--- src/rtl/adcSeqPkg.sv ---
package adcSeqPkg;
  localparam int unsigned PKG_IDX_W = 4;
  localparam int unsigned PKG_RAW_W = 12;
  localparam int unsigned PKG_REG_W = 16;

  // control -> datapath strobes
  typedef struct packed {
    logic                 resWr;
    logic [PKG_IDX_W-1:0] resIdx;
    logic [PKG_RAW_W-1:0] resRaw;
    logic [1:0]           eosSet;
  } seqStrobe_t;

  // datapath -> control decoded commands
  typedef struct packed {
    logic [1:0] go;
    logic [1:0] rst;
  } seqCmd_t;

  // configuration fields
  typedef struct packed {
    logic                 dual;
    logic                 simul;
    logic                 cont;
    logic [PKG_IDX_W-1:0] lastA;
    logic [PKG_IDX_W-1:0] lastB;
  } seqCfg_t;
endpackage

--- src/rtl/adcSeqData.sv ---
module adcSeqData
  import adcSeqPkg::*;
#(
  parameter int unsigned NUM_SLOTS = 16,
  parameter int unsigned RAW_W     = 12,
  parameter int unsigned REG_W     = 16,
  parameter int unsigned ADDR_W    = 6
) (
  input  logic                          clk,
  input  logic                          rstN,
  input  logic                          regWrEn,
  input  logic [ADDR_W-1:0]             regAddr,
  input  logic [REG_W-1:0]              regWrData,
  output logic [REG_W-1:0]              regRdData,
  input  seqStrobe_t                    strobe,
  output seqCmd_t                       cmd,
  output seqCfg_t                       cfg,
  output logic [NUM_SLOTS-1:0][3:0]     slotCode,
  output logic [1:0]                    eosFlag
);
  localparam int unsigned SLOT_W = $clog2(NUM_SLOTS);
  localparam int unsigned REGN_W = ADDR_W - SLOT_W;
  localparam int unsigned JUST   = REG_W - RAW_W;
  localparam logic [REGN_W-1:0] REGN_CTL  = REGN_W'(0);
  localparam logic [REGN_W-1:0] REGN_CODE = REGN_W'(1);
  localparam logic [REGN_W-1:0] REGN_RES  = REGN_W'(2);

  logic [REGN_W-1:0] region;
  logic [SLOT_W-1:0] sub;
  logic              cfgWr, cmdWr;
  logic [REG_W-1:0]  cfgQ;
  logic [3:0]        codeQ   [NUM_SLOTS];
  logic [REG_W-1:0]  resultQ [NUM_SLOTS];
  logic [1:0]        flagQ;
  logic [1:0]        clrReq;

  assign region = regAddr[ADDR_W-1:SLOT_W];
  assign sub    = regAddr[SLOT_W-1:0];
  assign cfgWr  = regWrEn && (region == REGN_CTL) && (sub == SLOT_W'(0));
  assign cmdWr  = regWrEn && (region == REGN_CTL) && (sub == SLOT_W'(1));

  assign cmd.go  = cmdWr ? regWrData[1:0] : 2'b00;
  assign cmd.rst = cmdWr ? regWrData[5:4] : 2'b00;
  assign clrReq  = cmdWr ? regWrData[3:2] : 2'b00;

  always_ff @(posedge clk or negedge rstN) begin
    if (!rstN)      cfgQ <= '0;
    else if (cfgWr) cfgQ <= regWrData;
  end

  assign cfg.dual  = cfgQ[0];
  assign cfg.simul = cfgQ[1];
  assign cfg.cont  = cfgQ[2];
  assign cfg.lastA = cfgQ[4 +: SLOT_W];
  assign cfg.lastB = cfgQ[8 +: SLOT_W];

  for (genvar g = 0; g < NUM_SLOTS; g++) begin : gSlot
    always_ff @(posedge clk or negedge rstN) begin
      if (!rstN)
        codeQ[g] <= '0;
      else if (regWrEn && region == REGN_CODE && sub == SLOT_W'(g))
        codeQ[g] <= regWrData[3:0];
    end
    assign slotCode[g] = codeQ[g];

    always_ff @(posedge clk or negedge rstN) begin
      if (!rstN)
        resultQ[g] <= '0;
      else if (strobe.resWr && strobe.resIdx == SLOT_W'(g))
        resultQ[g] <= {strobe.resRaw, {JUST{1'b0}}};
    end
  end

  for (genvar s = 0; s < 2; s++) begin : gFlag
    always_ff @(posedge clk or negedge rstN) begin
      if (!rstN)                flagQ[s] <= 1'b0;
      else if (strobe.eosSet[s]) flagQ[s] <= 1'b1;
      else if (clrReq[s])        flagQ[s] <= 1'b0;
    end
  end
  assign eosFlag = flagQ;

  always_comb begin
    regRdData = '0;
    unique case (region)
      REGN_CTL: begin
        if (sub == SLOT_W'(0))      regRdData = cfgQ;
        else if (sub == SLOT_W'(1)) regRdData[1:0] = flagQ;
      end
      REGN_CODE: regRdData[3:0] = codeQ[sub];
      REGN_RES:  regRdData = resultQ[sub];
      default:   regRdData = '0;
    endcase
  end

  // result words never carry data in the low bits
  a_r7_low_zero: assert property (@(posedge clk) disable iff (!rstN)
    (region == REGN_RES) |-> (regRdData[JUST-1:0] == '0));
  // flag follows the end-of-sequence strobe
  a_r8_flag_set: assert property (@(posedge clk) disable iff (!rstN)
    strobe.eosSet[0] |=> eosFlag[0]);
  // clear by writing one, when no set competes
  a_r8_flag_clr: assert property (@(posedge clk) disable iff (!rstN)
    (cmdWr && regWrData[2] && !strobe.eosSet[0]) |=> !eosFlag[0]);
endmodule

--- src/rtl/adcSeqCtrl.sv ---
module adcSeqCtrl
  import adcSeqPkg::*;
#(
  parameter int unsigned NUM_SLOTS = 16,
  parameter int unsigned RAW_W     = 12
) (
  input  logic                      clk,
  input  logic                      rstN,
  input  seqCfg_t                   cfg,
  input  seqCmd_t                   cmd,
  input  logic [NUM_SLOTS-1:0][3:0] slotCode,
  input  logic                      convDone,
  input  logic [RAW_W-1:0]          convData,
  output logic                      convReq,
  output logic [2:0]                muxSel,
  output logic                      shSel,
  output seqStrobe_t                strobe
);
  localparam int unsigned SLOT_W = $clog2(NUM_SLOTS);
  localparam int unsigned HALF   = NUM_SLOTS / 2;
  localparam logic [SLOT_W-1:0] HALF_MASK = SLOT_W'(HALF - 1);

  logic [1:0]             busyQ;
  logic [1:0][SLOT_W-1:0] ptrQ;
  logic [1:0]             phaseQ;
  logic                   inConvQ;
  logic                   ownerQ;

  logic [1:0][SLOT_W-1:0] lastEff;
  logic [SLOT_W-1:0]      baseSel, curSlot, curPtr, resIdx;
  logic [3:0]             code;
  logic                   curPhase, hit, lastHit;

  assign lastEff[0] = cfg.dual ? (cfg.lastA & HALF_MASK) : cfg.lastA;
  assign lastEff[1] = cfg.lastB & HALF_MASK;

  assign baseSel  = ownerQ ? SLOT_W'(HALF) : '0;
  assign curPtr   = ptrQ[ownerQ];
  assign curPhase = phaseQ[ownerQ];
  assign curSlot  = baseSel + curPtr;
  assign code     = slotCode[curSlot];

  assign convReq = inConvQ;
  assign muxSel  = code[2:0];
  assign shSel   = cfg.simul ? curPhase : code[3];

  assign hit     = inConvQ && convDone;
  assign lastHit = (curPtr == lastEff[ownerQ]) && (!cfg.simul || curPhase);
  assign resIdx  = cfg.simul ? baseSel + {curPtr[SLOT_W-2:0], curPhase} : curSlot;

  always_comb begin
    strobe        = '0;
    strobe.resWr  = hit;
    strobe.resIdx = resIdx;
    strobe.resRaw = convData;
    strobe.eosSet[ownerQ] = hit && lastHit;
  end

  always_ff @(posedge clk or negedge rstN) begin
    if (!rstN) begin
      busyQ   <= '0;
      ptrQ    <= '0;
      phaseQ  <= '0;
      inConvQ <= 1'b0;
      ownerQ  <= 1'b0;
    end else begin
      // advance the owning list on a completed conversion
      if (hit) begin
        if (cfg.simul && !curPhase) begin
          phaseQ[ownerQ] <= 1'b1;
        end else begin
          phaseQ[ownerQ] <= 1'b0;
          if (lastHit) begin
            ptrQ[ownerQ]  <= '0;
            busyQ[ownerQ] <= cfg.cont;
          end else begin
            ptrQ[ownerQ] <= curPtr + SLOT_W'(1);
          end
        end
      end
      // starts and sequencer resets
      for (int s = 0; s < 2; s++) begin
        if (cmd.rst[s]) begin
          busyQ[s]  <= 1'b0;
          ptrQ[s]   <= '0;
          phaseQ[s] <= 1'b0;
        end else if (cmd.go[s] && !busyQ[s] && (s == 0 || cfg.dual)) begin
          busyQ[s]  <= 1'b1;
          ptrQ[s]   <= '0;
          phaseQ[s] <= 1'b0;
        end
      end
      // converter ownership, list 0 first
      if (inConvQ) begin
        if (hit || cmd.rst[ownerQ]) inConvQ <= 1'b0;
      end else if (busyQ[0] && !cmd.rst[0]) begin
        inConvQ <= 1'b1;
        ownerQ  <= 1'b0;
      end else if (busyQ[1] && !cmd.rst[1]) begin
        inConvQ <= 1'b1;
        ownerQ  <= 1'b1;
      end
    end
  end

  // request and selects steady while waiting for the converter
  a_r12_hold: assert property (@(posedge clk) disable iff (!rstN)
    (inConvQ && !convDone && cmd.rst == 2'b00) |=> (convReq && $stable(muxSel) && $stable(shSel)));
  // pointer stays inside the programmed length
  a_r5_ptr_range: assert property (@(posedge clk) disable iff (!rstN)
    busyQ[0] |-> (ptrQ[0] <= lastEff[0]));
  // second list only runs in dual mode
  a_r4_dual_only: assert property (@(posedge clk) disable iff (!rstN)
    busyQ[1] |-> cfg.dual);
  // a start to a running list leaves its pointer alone
  a_r10_start_ignored: assert property (@(posedge clk) disable iff (!rstN)
    (busyQ[0] && cmd.go[0] && !cmd.rst[0] && !hit) |=> $stable(ptrQ[0]));
  // sequencer reset stops the list at slot 0
  a_r11_seq_rst: assert property (@(posedge clk) disable iff (!rstN)
    cmd.rst[0] |=> (!busyQ[0] && ptrQ[0] == '0));
endmodule

--- src/rtl/adcSeqTop.sv ---
module adcSeqTop
  import adcSeqPkg::*;
#(
  parameter int unsigned NUM_SLOTS = 16,
  parameter int unsigned RAW_W     = 12,
  parameter int unsigned REG_W     = 16,
  parameter int unsigned ADDR_W    = 6
) (
  input  logic              clk,
  input  logic              rstN,
  input  logic              regWrEn,
  input  logic [ADDR_W-1:0] regAddr,
  input  logic [REG_W-1:0]  regWrData,
  output logic [REG_W-1:0]  regRdData,
  output logic              convReq,
  output logic [2:0]        muxSel,
  output logic              shSel,
  input  logic              convDone,
  input  logic [RAW_W-1:0]  convData,
  output logic [1:0]        eosFlag
);
  seqStrobe_t                strobe;
  seqCmd_t                   cmd;
  seqCfg_t                   cfg;
  logic [NUM_SLOTS-1:0][3:0] slotCode;

  adcSeqData #(
    .NUM_SLOTS(NUM_SLOTS), .RAW_W(RAW_W), .REG_W(REG_W), .ADDR_W(ADDR_W)
  ) uData (
    .clk(clk), .rstN(rstN), .regWrEn(regWrEn), .regAddr(regAddr),
    .regWrData(regWrData), .regRdData(regRdData), .strobe(strobe),
    .cmd(cmd), .cfg(cfg), .slotCode(slotCode), .eosFlag(eosFlag)
  );

  adcSeqCtrl #(
    .NUM_SLOTS(NUM_SLOTS), .RAW_W(RAW_W)
  ) uCtrl (
    .clk(clk), .rstN(rstN), .cfg(cfg), .cmd(cmd), .slotCode(slotCode),
    .convDone(convDone), .convData(convData), .convReq(convReq),
    .muxSel(muxSel), .shSel(shSel), .strobe(strobe)
  );
endmodule

--- config.mk ---
export PLATFORM = sky130hd
export DESIGN_NAME = adcSeqTop
export DESIGN_NICKNAME = d
export VERILOG_FILES = /design/src/rtl/adcSeqPkg.sv /design/src/rtl/adcSeqData.sv /design/src/rtl/adcSeqCtrl.sv /design/src/rtl/adcSeqTop.sv
export SDC_FILE = /design/constraint.sdc
export NUM_CORES = 1
export LEC_CHECK = 0
export ABC_AREA = 1
export BUFFER_PORTS_ARGS = -buffer_cell sky130_fd_sc_hd__buf_4
export CORE_MARGIN = 8
export CORE_UTILIZATION = 23
export CTS_BUF_LIST = sky130_fd_sc_hd__clkbuf_8 sky130_fd_sc_hd__clkbuf_16
export DETAILED_ROUTE_END_ITERATION = 12
export PLACE_DENSITY = 0.46
export SLEW_MARGIN = 15
export SYNTH_ARGS = -nofsm -noshare
export SYNTH_HDL_FRONTEND = slang
export SYNTH_HIERARCHICAL = 1
export SYNTH_SLANG_ARGS = --single-unit
--- constraint.sdc ---
create_clock -name clk -period 5.42 [get_ports clk]
set_clock_uncertainty 0.1 [all_clocks]
set_input_delay 0.542 -clock clk [delete_from_list [all_inputs] [get_ports clk]]
set_output_delay 0.542 -clock clk [all_outputs]
set_load 0.005 [all_outputs]
# After elaboration in Yosys (flattened, before gate mapping)
# Index checks and enable logic that the tools add are counted.
[classes]
bitwise = 8
n_reduce_logical = 69
n_eq_ne = 35
add_sub_neg = 3
mux = 64
n_mul = 0
shift = 0
order_cmp = 4
div = 0
[ops]
columns = ["cell", "n"]
rows = [
  ["16-bit binary-select mux with 4-bit select", 1],
  ["4-bit equality test (second input constant)", 16],
  ["4-bit 2-to-1 mux", 15],
  ["1-bit logical AND", 46],
  ["4-bit binary-select mux with 4-bit select", 2],
  ["4-bit by 3-bit equality test with 1-bit output (second input constant)", 8],
  ["16-bit 2-to-1 mux", 2],
  ["1-bit 2-to-1 mux", 24],
  ["8-bit 2-to-1 mux", 3],
  ["12-bit one-hot mux with 2 select lines", 1],
  ["2-bit 2-to-1 mux", 10],
  ["4-bit by 2-bit equality test with 1-bit output (second input constant)", 4],
  ["14-bit 2-to-1 mux", 1],
  ["4-bit one-hot mux with 3 select lines", 1],
  ["3-bit nonzero test", 4],
  ["4-bit adder", 2],
  ["8-bit AND", 1],
  ["8-bit bitwise mux", 1],
  ["4-bit by 1-bit equality test with 1-bit output (second input constant)", 2],
  ["4-bit logical NOT", 2],
  ["8-bit NOT", 1],
  ["1-bit logical NOT", 6],
  ["3-bit by 2-bit inequality test with 1-bit output (second input constant)", 2],
  ["2-bit AND reduction", 3],
  ["other kinds (20)", 25],
]
[word_totals]
latch_bits = 0
out_inout_bits = 23
mem_count = 0
regBits = 288
romBits = 0
elab_cells = 226
in_bits = 38
ramBits = 0

# Logic depth before layout (Yosys ltp)
# Gate-level depths: netlist of the first run.
[logic_depth]
ltp_word = 11
mapped_depth = 17

# Hierarchy
# The synthesis of the first run kept the hierarchy.
[by_module_without_submodules]
columns = ["module", "instances", "area_each_um2", "seq_area_each_um2", "cells_each"]
rows = [
  ["adcSeqData", 1, 13092.6, 6856.6, 1746],
  ["adcSeqCtrl", 1, 1993.2, 350.3, 344],
]

# Worst setup path before layout of the first run
# No wires, ideal clock.
[synth_timing]
path_type = "reg-to-reg"
startpoint = "register uCtrl.ownerQ"
endpoint = "register uData/resultQ[200] (netlist bit)"
n_path_buf = 3
required_ns = 5.186
path_stages_with_launch = 12
period_less_slack_ns = 2.319
slack_ns = 3.101
arrival_time_ns = 2.085
cell_sequence = "dfrtp_1 > buf_6 > nand2_1 > nand2_2 > clkbuf_1 > o21ai_0 > inv_1 > nor3_2 > nand2_1 > clkbuf_1 > nand2_1 > o21ai_0"
[synth_rtl]
columns = ["element", "line", "text"]
rows = [
  ["start: declaration", "adcSeqCtrl.sv:27", "logic ownerQ;"],
  ["start signal: assignment", "adcSeqCtrl.sv:65", "ownerQ <= 1'b0;"],
  ["start signal: assignment", "adcSeqCtrl.sv:98", "ownerQ <= 1'b0;"],
  ["start signal: assignment", "adcSeqCtrl.sv:101", "ownerQ <= 1'b1;"],
  ["end signal: indexed assignment", "adcSeqData.sv:70", "resultQ[g] <= {strobe.resRaw, {JUST{1'b0}}};"],
  ["end: declaration", "adcSeqData.sv:33", "logic [REG_W-1:0] resultQ [NUM_SLOTS];"],
]

# Worst setup path in the final report of the first run
[layout_timing]
startpoint = "register uCtrl.ownerQ"
endpoint = "output port muxSel[0]"
[layout_between]
elab_chain_cells = 5
[layout_rtl]
columns = ["element", "line", "text"]
rows = [
  ["4-bit 2-to-1 mux (implied by the code) (2 in series)", "adcSeqCtrl.sv:38", "assign curPtr = ptrQ[ownerQ];"],
  ["4-bit adder *", "adcSeqCtrl.sv:40", "assign curSlot = baseSel + curPtr;"],
  ["4-bit binary-select mux with 4-bit select *", "adcSeqCtrl.sv:41", "assign code = slotCode[curSlot];"],
  ["4-bit 2-to-1 mux (implied by the code) *", "adcSeqCtrl.sv:41", ""],
  ["end: declaration", "adcSeqTop.sv:16", "output logic [2:0] muxSel,"],
]
# Mark *: on every way between the ends. The rest lies on a longest branch, timed or not. The select of a mux whose other input is x is not followed.

==> metrics.md, run 1 <==
| Metric | Value |
|---|---|
| Status | finished, final reports clean |
| Die height | 272 µm |
| Layout cells sized above 1 | 8.71% |
| Endpoints failing setup | 0 |
| Routed WL | 47200 µm |
| Core area | between 60000 and 70000 µm² |
| Detailed Route Iter0 Violations | roughly 1100 |
| Worst setup EP type | output pin |
| Min Tclk post-route | about 4500 ps |
| IO buf count | 60 |
| TritonCTS buffer count | 31 |
| Syn Nets | 2128 |
| Worst-path fanout max | 37 |
| Setup TNS | 0 ps |
| # IOs | around 60 |
| Vias in the first global route | around 13000 |
| Mapped Cells | 2089 |
| Largest net degree at the start of global routing | around 110 |
| Fillcell total | 7301 |
| Nets@finish | between 2000 and 2500 |
| Inst Count DP | around 2900 |
| RSZ-0062 raised after global routing | false |
| Congestion Overflow GR | 0 |
| H-tree depth | 1 |
| Mapped Area | around 15000 µm² |
| Die area | approximately 74000 µm² |
| First-pass GRT wire length | ~76000 µm |
| Worst-Skew Late Latency | 600 ps |
| Clk sinks | 288 |
| Avg Vias per Cell | 4.47 |
| ANT nets after route | 0 |
| WHS | 38.3 ps |
| Gpl congestion | between 0.8 and 0.9 |
| Syn Area/Cell | just over 7 µm² |
| Max VDD drop | between 0.2 and 0.25 mV |
| FMAX | about 220 MHz |
| Finished Layout Cells | roughly 2900 |
| Hpwl dp | around 30000 µm |
| WP data required | between 4000 and 5000 ps |
| Power Density | ~460 nW/µm² |
| Routed wire per std cell | roughly 16 µm |
| Total Power | ~7.9 mW |
| Hold Vio Cnt, Final | 0 |
| Root buffer selected by CTS | clkbuf_16 |
| Multi-input gate area | approximately 6900 µm² |
| Die width | around 270 µm |
| Overall Global Routing Usage | between 10 and 15% |
| Warnings, synthesis | 6 |
| CTS tree | yes |
| Max_cap viols | 0 |
| Slew Limit Fails | 0 |
| Leakage | roughly 8.7 nW |
| Vias | approximately 13000 |
| Headroom to the max-slew limit | a little under a quarter |
| Pre-CTS setup slack | approximately 1300 ps |
| First-pass DRT Iterations | 5 |
| # diodes | 0 |
| Starting Density | 23.1% |
| FP Rows | 94 |
| Clk pin slew, worst setup/hold paths | ~60 ps |
| Initial antenna violation count | 0 |
| Drt drc | 0 |
| Worst EP arrival | roughly 3800 ps |
| HP Class | in -> reg |
| Fin crit share | roughly 83% |
| Slew @ Worst Pin | approximately 1200 ps |
| Setup CP Type | reg -> out |
| CTS Buffer Depth | 3 |
| Type of origin of the critical path | register |
| Area growth from synthesis to layout | 13.0% |
| Register area | 7210 µm² |
| Worst setup margin | 941 ps |
flip-flops by register name, indices dropped and copies added (netlist names):
signal / flops
uData/eosFlag: 2
uData/cfgQ: 16
uCtrl/ownerQ: 1
uCtrl/ptrQ: 8
uData/resultQ: 192
uCtrl/convReq: 1
uData/slotCode: 64
uCtrl/phaseQ: 2
uCtrl/busyQ: 2
metal layers:
| layer | vias up | part of all wire, % | routed length, µm | GRT usage, % |
|---|---|---|---|---|
| met3 | 64 | 3.6 | 1720 | 1.65 |
| met4 | 0 | 2.6 | 1210 | 3.18 |
| li1 | 6509 | - | - | - |
| met5 | - | 0 | 0 | 0 |
| met1 | 6334 | 48 | 22600 | 17.5 |
| met2 | 236 | 46 | 21700 | 20.7 |
metrics by stage:
step                utilization, %  instance area [µm²]
floorplan                        -                15100
global placement              24.5                16000
detailed placement            24.5                16000
CTS                           26.1                17000
global route                  26.1                17000
finish                        26.1                17000
placed cells by master (no fill, tap or decap), drive strengths merged, types with 4 or more instances in the layout:
cell	count
nand2	1084
or2	12
o21ai	280
inv	81
clkinv	4
o211ai	25
clkbuf	37
a21oi	33
nand3	42
dfrtp	288
nor3	7
nor2	80
buf	75
mux2	10
final timing paths:
| check | start | to | slack [ps] | cells past startpoint |
|---|---|---|---|---|
| setup / recovery | uCtrl/ownerQ | muxSel[0] | 940 | 9 |
| hold / removal | convDone | uCtrl/convReq | 40 | 2 |
| setup reg to reg | uCtrl/ownerQ | uData/resultQ[220] | 1190 | 8 |
| hold reg to reg | uData/resultQ[229] | uData/resultQ[229] | 380 | 2 |
| max in group asynchronous | rstN | uData/resultQ[254] | 3400 | 3 |
| min in group asynchronous | rstN | uData/slotCode[25] | 540 | 2 |
what timing repair did:
item / in CTS / in global routing
hold buffers: 1 / 0
hold endpoints to repair: 104 / 0
setup buffers: 0 / 0
gates resized for setup: 0 / 0
layout make-up:
class	instances	share of cell area [%]
inverter	70	1.56
clock buffer	37	5.04
multi-input combinational	1590	40.4
timing repair buffer	76	3.55
clock inverter	17	0.837
sequential	288	42.3
tap	864	6.34
worst max-delay path, cell delays in order (launching register included):
cell and delay (ps):
dfrtp_1 920, inv_2 410, nand2_1 170, nand2_2 460
or2_2 500, o211ai_1 100, o211ai_1 180, nand3_1 140
nand2_1 140, buf_4 170
power breakdown:
part / internal [mW] / switching, mW / total [mW]
clock network: 1.21 / 0.914 / 2.13
registers: 2.82 / 0.418 / 3.24
logic: 0.883 / 1.61 / 2.50
total: 4.92 / 2.95 / 7.87
Note: power is estimated with default switching activity, not from simulation.
==> run 2, diff against run 1 <==
- ABC_AREA: 1 -> 0
- PLACE_DENSITY: 0.46 -> 0.47
- clock period: 5.42 -> 3.81 ns (I/O delays scaled with it)
==> metrics.md, run 2 <==
| Metric | Value |
|---|---|
| Status | finished, final reports clean |
| Number of flip-flops under the largest register name | around 190 |
| Power Density | 557 nW/µm² |
| Mapped Area | around 14000 µm² |
| Most frequent cells in the layout | dfrtp_1 (288), mux2_2 (265), buf_4 (99) |
| Max VDD drop | 0.259 mV |
| FMAX | roughly 280 MHz |
| Hpwl dp | 28300 µm |
| Vias | slightly above 9000 |
| CTS Buffer Depth | 3 |
| CTS tree | yes |
| Most flops, register | uData/resultQ |
| Worst-path fanout max | 23 |
| Pre-CTS setup slack | 640 ps |
| Drt drc | 0 |
| Starting Density | 23.3% |
| H-tree depth | 1 |
| Type of origin of the critical path | register |
| Initial antenna violation count | 1 |
| IO buf count | 60 |
| Worst-Skew Late Latency | approximately 600 ps |
| Gpl congestion | 0.793 |
| Slowest cell delay on critical path | ~480 ps |
| Fillcell total | 6412 |
| Worst setup margin | around 250 ps |
| Clk sinks | 288 |
| Syn Area/Cell | around 13 µm² |
| Crit-path cells | buf_4 -> mux2i_2 -> inv_2 -> buf_4 -> nand2_1 -> and3_1 -> a311oi_1 -> o31a_1 -> buf_4 |
| First-pass GRT wire length | 63700 µm |
| Clk pin slew, worst setup/hold paths | around 60 ps |
| Leakage | about 7.8 nW |
| Warnings, synthesis | 6 |
| Worst setup EP type | output pin |
| Setup CP Type | reg -> out |
| Fin crit share | about 94% |
| Layout cells sized above 1 | between 40 and 50% |
| Avg Vias per Cell | around 4.6 |
| Min-delay src | convDone |
| FP Rows | 91 |
| Overall Global Routing Usage | 11.6% |
| ANT nets after route | 0 |
| Setup TNS | 0 ps |
| Die area | between 70000 and 80000 µm² |
| Crit path launch | uCtrl/ownerQ |
| Most frequent CP cell | buf_4 |
| Hold Vio Cnt, Final | 0 |
| Hold depth | 3 |
| Syn Nets | 1126 |
| R2r setup slk | ~600 ps |
| Worst reg2reg startpoint | uCtrl/ownerQ |
| Min Tclk post-route | ~3600 ps |
| Area growth from synthesis to layout | 17.8% |
| Core area | about 62000 µm² |
| Commonest non-fill, non-tap cell in the layout | dfrtp_1 |
| # IOs | a little over 60 |
| Slew Limit Fails | 0 |
| Root buffer selected by CTS | clkbuf_16 |
| # diodes | 0 |
| Inst Count DP | about 1900 |
| Largest net degree at the start of global routing | between 90 and 100 |
| Mapped Cells | approximately 1100 |
| Finished Layout Cells | roughly 2000 |
| Slew @ Worst Pin | approximately 1000 ps |
| Routed wire per std cell | 20.8 µm |
| Setup Fix Bufs, Post-CTS | 0 |
| Headroom to the max-slew limit | between 30% and 40% |
| Max_cap viols | 0 |
| First-pass DRT Iterations | 6 |
| Vias in the first global route | just under 10000 |
| R2R cell count | 7 |
| Slowest cell on crit path | a311oi_1 |
| TritonCTS buffer count | 31 |
| Endpoints failing setup | 0 |
| Hold path endpoint | uCtrl/convReq |
| Worst EP arrival | around 3100 ps |
| Detailed Route Iter0 Violations | 612 |
| Routed WL | between 40000 and 50000 µm |
| Total Power | roughly 9.4 mW |
| RSZ-0062 raised after global routing | false |
| Nets@finish | about 1200 |
| Die height | between 200 and 300 µm |
| HP Class | in -> reg |
| WP data required | ~3300 ps |
| Congestion Overflow GR | 0 |
| Finished Core Util | 27.4% |
| Die width | between 200 and 300 µm |
| Crit Reg-Reg Endpoint | uData/resultQ[127] |
## run 2: repair_timing
item	in CTS	in global routing
hold buffers	13	0
resized for setup	0	0
hold endpoints to repair	104	0
## run 2: final cells by class
class / count / area, µm² / share of cell area, %
clock buffers: 42 / 927 / 5.48
clock inverters: 14 / 104 / 0.613
inverters: 8 / 30.0 / 0.177
multi-input cells: 697 / 6670 / 39.4
flip-flops and latches: 288 / 7210 / 42.6
well taps: 837 / 1050 / 6.18
repair buffers: 116 / 948 / 5.60
## run 2: routing by layer
layer / vias to the layer above / global-route usage, % / wire [µm]
li1: 4080 / - / -
met2: 198 / 18.7 / 19200
met5: - / 0 / 13
met3: 50 / 2.00 / 1690
met1: 4898 / 16.4 / 20000
met4: 2 / 2.14 / 694
## run 2: worst max-delay path, delay by kind of cell, from the launching register on
family / cells / cell delay (ps)
buf+inv: 4 / 870
compound gates: 2 / 700
flops: 1 / 470
simple gates: 2 / 260
mux: 1 / 170
## run 2: worst max-delay path by stage
stage / to / slack (ps)
2_1_floorplan: uData/resultQ[197] / 1110
3_3_place_gp: uData/resultQ[126] / 650
3_5_place_dp: uData/resultQ[119] / 640
4_1_cts: muxSel[1] / 240
5_1_grt: muxSel[1] / 130
6_report: muxSel[0] / 250
## run 2: per-stage QoR
| stage | area (µm²) | hold WS, ps |
|---|---|---|
| 2_1_floorplan | 14400 | -14.6 |
| 3_3_place_gp | 15800 | 375 |
| 6_report | 16900 | 55.1 |
| 4_1_cts | 16900 | 31.6 |
| 5_1_grt | 16900 | 53.0 |
| 3_5_place_dp | 15800 | 375 |
## run 2: where the power goes
group,switching (mW),internal (mW)
combinational,1.07,1.21
sequential,0.420,3.69
clock,1.28,1.76
total,2.77,6.66
